<file path="src/rtl/ismu_pkg.sv">
package ismu_pkg;
  localparam int unsigned REG_W = 32;

  // normal progress events: 29,26,25,24,23,22,21,20,19,17,16
  localparam logic [REG_W-1:0] EVT_MAP_DEF  = 32'h27FB_0000;
  // error conditions: 15,14,11,10,9,8,5..0
  localparam logic [REG_W-1:0] ERR_MAP_DEF  = 32'h0000_CF3F;
  // group cleared by the stop-clear strobe: 26,25,24,22
  localparam logic [REG_W-1:0] STOP_MAP_DEF = 32'h0740_0000;

  typedef enum logic [1:0] {
    BIT_RESERVED = 2'd0,
    BIT_NORMAL   = 2'd1,
    BIT_ERROR    = 2'd2
  } bit_kind_e;

  function automatic bit_kind_e kind_of(input logic evt, input logic err);
    if (err)      return BIT_ERROR;
    else if (evt) return BIT_NORMAL;
    else          return BIT_RESERVED;
  endfunction
endpackage

</file>
<file path="src/rtl/ismu_stat_cell.sv">
module ismu_stat_cell (
  input  logic clk,
  input  logic rst_n,
  input  logic set_i,
  input  logic clr_i,
  output logic q_o
);
  always_ff @(posedge clk or negedge rst_n) begin
    if (!rst_n)      q_o <= 1'b0;
    else if (set_i)  q_o <= 1'b1;   // event has priority over any clear
    else if (clr_i)  q_o <= 1'b0;
  end
endmodule

</file>
<file path="src/rtl/ismu_mask_reg.sv">
module ismu_mask_reg #(
  parameter int unsigned       W     = 32,
  parameter logic [W-1:0]      VALID = '1
) (
  input  logic         clk,
  input  logic         rst_n,
  input  logic         wr_i,
  input  logic [W-1:0] wdata_i,
  output logic [W-1:0] mask_o
);
  logic [W-1:0] mask_q;

  always_ff @(posedge clk or negedge rst_n) begin
    if (!rst_n)    mask_q <= '0;
    else if (wr_i) mask_q <= wdata_i & VALID;
  end

  assign mask_o = mask_q;
endmodule

</file>
<file path="src/rtl/ismu_irq_reduce.sv">
module ismu_irq_reduce #(
  parameter int unsigned  W       = 32,
  parameter logic [W-1:0] EVT_MAP = '0,
  parameter logic [W-1:0] ERR_MAP = '0
) (
  input  logic [W-1:0] status_i,
  input  logic [W-1:0] mask_i,
  output logic         irq_err_o,
  output logic         irq_evt_o,
  output logic         err_any_o
);
  logic [W-1:0] live;

  always_comb begin
    live      = status_i & mask_i;
    irq_err_o = |(live & ERR_MAP);
    irq_evt_o = |(live & EVT_MAP);
    err_any_o = |(status_i & ERR_MAP);
  end
endmodule

</file>
<file path="src/rtl/irq_status_unit.sv">
module irq_status_unit
  import ismu_pkg::*;
#(
  parameter int unsigned      DATA_W   = REG_W,
  parameter logic [DATA_W-1:0] EVT_MAP  = EVT_MAP_DEF,
  parameter logic [DATA_W-1:0] ERR_MAP  = ERR_MAP_DEF,
  parameter logic [DATA_W-1:0] STOP_MAP = STOP_MAP_DEF
) (
  input  logic              clk,
  input  logic              rst_n,
  input  logic [DATA_W-1:0] event_i,
  input  logic              sts_wr_i,
  input  logic [DATA_W-1:0] sts_wdata_i,
  input  logic              mask_wr_i,
  input  logic [DATA_W-1:0] mask_wdata_i,
  input  logic              stop_clr_i,
  output logic [DATA_W-1:0] status_o,
  output logic [DATA_W-1:0] mask_o,
  output logic              irq_err_o,
  output logic              irq_evt_o,
  output logic              err_pending_o
);
  localparam logic [DATA_W-1:0] VALID_MAP = EVT_MAP | ERR_MAP;

  logic [DATA_W-1:0] sts_q;

  for (genvar b = 0; b < DATA_W; b++) begin : g_bit
    localparam bit_kind_e KIND = kind_of(EVT_MAP[b], ERR_MAP[b]);
    if (KIND != BIT_RESERVED) begin : g_cell
      logic clr;
      assign clr = (sts_wr_i & ~sts_wdata_i[b]) | (stop_clr_i & STOP_MAP[b]);
      ismu_stat_cell u_cell (
        .clk   (clk),
        .rst_n (rst_n),
        .set_i (event_i[b]),
        .clr_i (clr),
        .q_o   (sts_q[b])
      );
    end else begin : g_rsvd
      assign sts_q[b] = 1'b0;
    end
  end

  ismu_mask_reg #(.W(DATA_W), .VALID(VALID_MAP)) u_mask (
    .clk     (clk),
    .rst_n   (rst_n),
    .wr_i    (mask_wr_i),
    .wdata_i (mask_wdata_i),
    .mask_o  (mask_o)
  );

  ismu_irq_reduce #(.W(DATA_W), .EVT_MAP(EVT_MAP), .ERR_MAP(ERR_MAP)) u_reduce (
    .status_i  (sts_q),
    .mask_i    (mask_o),
    .irq_err_o (irq_err_o),
    .irq_evt_o (irq_evt_o),
    .err_any_o (err_pending_o)
  );

  assign status_o = sts_q;
endmodule

</file>
<file path="config.mk">
export PLATFORM = sky130hd
export DESIGN_NAME = irq_status_unit
export DESIGN_NICKNAME = d
export VERILOG_FILES = /design/src/rtl/ismu_pkg.sv /design/src/rtl/ismu_stat_cell.sv /design/src/rtl/ismu_mask_reg.sv /design/src/rtl/ismu_irq_reduce.sv /design/src/rtl/irq_status_unit.sv
export SDC_FILE = /design/constraint.sdc
export NUM_CORES = 1
export LEC_CHECK = 0
export BUFFER_PORTS_ARGS = -buffer_cell sky130_fd_sc_hd__buf_2
export CAP_MARGIN = 15
export CORE_UTILIZATION = 36
export DETAILED_ROUTE_END_ITERATION = 6
export HOLD_SLACK_MARGIN = 0.12
export PLACE_DENSITY = 0.76
export SKIP_LAST_GASP = 1
export SLEW_MARGIN = 20
export SYNTH_ARGS = -nofsm -noshare
export SYNTH_HDL_FRONTEND = slang
export SYNTH_SLANG_ARGS = --single-unit
</file>
<file path="constraint.sdc">
create_clock -name clk -period 1.2 [get_ports clk]
set_clock_uncertainty 0.15 [all_clocks]
set_input_delay 0.12 -clock clk [delete_from_list [all_inputs] [get_ports clk]]
set_output_delay 0.12 -clock clk [all_outputs]
set_load 0.02 [all_outputs]
</file>
---- Word-level counts from Yosys, hierarchy flattened ----
Index checks and enable logic that the tools add are counted.
storage, ports and cells
  bits of input ports ..................... 101
  output and inout port bits .............. 67
  logic and storage cells ................. 147
  register bits after elaboration ......... 46
operators by class
  reductions and logical operators ........ 26
  bitwise operators ....................... 51
  multiplexer cells ....................... 46
operators with widths
  operator             number
  1-bit two-way mux    46
  2-bit nonzero test   23
  30-bit AND           1
  12-bit OR reduction  2
  1-bit AND            23
  1-bit inverter       23
  11-bit OR reduction  1
  1-bit OR             4

---- Logic depth before layout (Yosys ltp) ----
  word-level depth ........................ 5
  gate-level depth with buffers ........... 4
  mapped depth without buffers ............ 4

---- Hierarchy ----
Synthesis repeated with hierarchy kept, for this count alone.
second synthesis, totals
  cell total of the unflattened synthesis .. 184
  area total of the unflattened synthesis .. 2173.3 um^2
by module, submodules not included
  module           cells an instance  times used  area each (um^2)  seq. area each (um^2)
  ismu_mask_reg    58                 1           928.4             575.6
  ismu_stat_cell   3                  23          36.3              25.0
  irq_status_unit  39                 1           270.3             0.0
  ismu_irq_reduce  18                 1           140.1             0.0

---- Least setup slack after synthesis ----
No wires, ideal clock.
  path kind ............................... reg2out
  from .................................... register u_mask.mask_q[21], in the netlist u_mask.mask_o[21]
  to ...................................... output irq_evt_o
  cell stages (with the launch flop) ...... 5
  buffers on the path ..................... 0
  slack ................................... -187 ps
  required time ........................... 930 ps
  data arrival time ....................... 1117 ps
  path through ............................ dfrtp_1 -> a22o_1 -> a221oi_2 -> and3_1 -> nand2_1
on the way
  cells in the longest elaborated chain, start to end .. 2
ends and longest elaborated chain
  element                 RTL line               RTL
  start, declared         ismu_mask_reg.sv:11    logic [W-1:0] mask_q;
  start signal, assigned  ismu_mask_reg.sv:15    else if (wr_i) mask_q <= wdata_i & VALID;
  30-bit AND              ismu_irq_reduce.sv:15  live = status_i & mask_i;
  11-bit OR reduction     ismu_irq_reduce.sv:17  irq_evt_o = |(live & EVT_MAP);
  end, declared           irq_status_unit.sv:20  output logic irq_evt_o,
Every way passes these cells.

---- Worst setup path in the final report ----
Same ends and word-level chain as after synthesis.

==> impl_metrics.env <==
export IMPL_status="finished, violations left"
export IMPL_violations="setup timing"
export IMPL_synth_warnings=0
export IMPL_yosysTopAreaCellShare_pct=51.8
export IMPL_start_util_pct=37.5
export IMPL_ys_ff_latch=46
export IMPL_syn_cell_area_um2=2220
export IMPL_layout_setup_ws_ns=-0.556
export IMPL_io_pins=168
export IMPL_path_buf_inv=1
export IMPL_grt_pass1_vias=2466
export IMPL_post_route_min_period_ns=1.76
export IMPL_vias=2224
export IMPL_cts_max_level=2
export IMPL_yosysSeqAreaShare_pct=51.8
export IMPL_cts_tree="done"
export IMPL_rsz0062_at_grt="yes"
export IMPL_async_reset_ff_share_pct=100
export IMPL_cts_sink_count=46
export IMPL_cp_slowest_cell="dfrtp_2"
export IMPL_critPathLaunchType="register"
export IMPL_grt_max_degree=47
export IMPL_numPortBuffers=122
export IMPL_crit_chain="a22o_1 > a221oi_2 > and3_1 > nand2_2 > buf_6"
export IMPL_dr_pass1_iters=4
export IMPL_dpl_hpwl_mm=3.92
export IMPL_clk_latency_ns=0.29
export IMPL_fin_nets=503
export IMPL_gr_total_overflow=0
export IMPL_ys_types=20
export IMPL_drtAntennaViolNets=0
export IMPL_hold_path_class="primary input to register"
export IMPL_drv_cap=0
export IMPL_syn_area_per_cell_um2=12.3
export IMPL_synth_flop_cell="dfrtp_1"
export IMPL_cts_inserted_buffers=5
export IMPL_netlist_top_cells_count="dfrtp_1, buf_4, mux2_2, nand2b_1, a21o_1"
export IMPL_drc=0
export IMPL_antenna_found_initial=0
export IMPL_die_h_um=80.5
export IMPL_die_w_um=80.5
export IMPL_fillerInstances=379
export IMPL_core_area_um2=5920
export IMPL_synth_area_top_cells="dfrtp_1, buf_4, mux2_2, nand2b_1, a21o_1"
export IMPL_slowest_delay_ns=0.41
export IMPL_drive_above_1_share_pct=55.3
export IMPL_clkTransAtPathRegs_ns=0.09
export IMPL_crit_fanout=2
export IMPL_peakVddDrop_v=0.000651
export IMPL_p_per_area_nw_per_um2=1060
export IMPL_final_cell_area_um2=4330
export IMPL_cp_end_kind="output pin"
export IMPL_finalHoldViolCount=0
export IMPL_postPlaceCellArea_um2=3000
export IMPL_cts_root_buf="clkbuf_8"
export IMPL_cp_data_required_time_ns=0.93
export IMPL_yosysMostFrequentCell="dfrtp_1"
export IMPL_area_delta_synth_final_pct=95.0
export IMPL_dieArea_um2=6490
export IMPL_max_freq_mhz=569
export IMPL_yosysTopAreaCell="dfrtp_1"
export IMPL_dp_cells=387
export IMPL_gp_congestion=0.711
export IMPL_row_count=28
export IMPL_track_usage_pct=23.9
export IMPL_wl_per_cell_um=16.7
export IMPL_antenna_cells=0
export IMPL_stdcell_count=478
export IMPL_critical_path_top_delay_family="flip-flops"
export IMPL_synth_edf_count=0
export IMPL_crit_type="register to output pin"
export IMPL_clock_path_buffers=2
export IMPL_via_per_inst=4.65
export IMPL_drt_iter0_drc=35
export IMPL_crit_arrival_ns=1.49
export IMPL_finalSetupViolations=38
export IMPL_power_leakage_nw=2.05
export IMPL_synthCells=180
export IMPL_grt_pass1_wl_mm=11.5
export IMPL_wl_mm=7.99
export IMPL_slew_viol_final=0
export IMPL_fin_crit_sh_pct=146
==> layout by cell type, fill, tap and decap left out <==
master / synthesis / routed
nand3_2: 0 / 1
nor4_2: 0 / 3
buf_6: 2 / 72
mux2_2: 23 / 23
nand2b_1: 23 / 23
clkbuf_8: 0 / 5
clkinv_4: 0 / 1
nand2_2: 0 / 1
buf_4: 41 / 14
conb_1: 1 / 18
a22oi_1: 2 / 2
dfrtp_1: 46 / 40
a21o_2: 1 / 1
a21o_1: 18 / 18
bufinv_16: 0 / 2
dlygate4sd3_1: 0 / 71
buf_12: 0 / 3
a221oi_2: 1 / 4
dfrtp_2: 0 / 6
a222oi_1: 1 / 1
and3_1: 1 / 1
buf_2: 2 / 83
a31o_2: 4 / 4
inv_1: 1 / 1
a22o_1: 4 / 4
nand3_1: 2 / 1
==> cell type report <==
type	count	area (µm²)	share of cell area (%)
clock inverter	3	68.8	1.59
tap	75	93.8	2.17
sequential	46	1160	26.8
clock buffer	5	68.8	1.59
timing repair buffer	243	2100	48.5
inverter	1	3.75	0.0867
multi-input combinational	105	835	19.3
==> repair_timing <==
action,CTS,global route
resized for setup,96,33
setup endpoints to repair,39,42
pin swaps,7,2
endpoints found under the hold margin,92,0
setup buffers,6,24
hold buffers,71,0
==> path summary, 6_finish.rpt <==
| check | from | to | slack (ns) | cells past startpoint |
|---|---|---|---|---|
| worst max-delay path | u_mask.mask_o[21] | irq_evt_o | -0.56 | 5 |
| worst min-delay path | mask_wr_i | u_mask.mask_o[23] | 0.16 | 3 |
| worst max register to register | g_bit[1].g_cell.u_cell.q_o | g_bit[1].g_cell.u_cell.q_o | 0 | 4 |
| worst min register to register | g_bit[16].g_cell.u_cell.q_o | g_bit[16].g_cell.u_cell.q_o | 0.36 | 1 |
| max in group asynchronous | rst_n | u_mask.mask_o[21] | 0.47 | 3 |
| min in group asynchronous | rst_n | u_mask.mask_o[5] | 0.20 | 3 |
==> power breakdown <==
group	switching (W)	internal [W]
combinational	0.000583	0.000831
clock	0.000528	0.000834
sequential	0.000126	0.00168
total	0.00124	0.00335
==> per-stage QoR <==
stage	hold slack, ns	setup WS [ns]	setup TNS [ns]	power, W	utilization (%)
detailed placement	-0.0273	-0.240	-0.578	0.00275	50.7
finish	0.158	-0.556	-2.58	0.00458	73.1
floorplan	-0.326	-0.147	-0.226	0.00237	-
global route	0.160	-0.593	-3.86	0.00478	73.1
global placement	-0.0315	-0.203	-0.495	0.00273	50.7
CTS	0.150	-0.569	-2.75	0.00450	70.8
==> worst min-delay path, delay by kind of cell <==
family,cells,cell delay (ns)
buffers and inverters,2,0.28
multiplexers,1,0.17
==> layer usage <==
layer	vias up	share of wire, %	GRT usage (%)
met4	0	3.3	9.82
met3	23	6.4	6.02
met5	-	0	0
met1	1070	32	21.7
met2	113	58	48.7
li1	1018	-	-
==> flip-flops by register name, indices dropped and copies added, names as in the netlist <==
register and count:
g_bit.g_cell.u_cell.q_o 23, u_mask.mask_o 23
==> cells by family (layout without fill, tap and decap cells) <==
group	count (synthesis)	after routing	synth area share [%]
muxes	23	23	11.7
other	1	18	0.169
AOI/OAI and AO/OA	34	34	12.6
buffers and inverters	46	252	15.5
and+or+nand+nor	30	30	8.23
DFF	46	46	51.8
(Power assumes the default switching activity.)
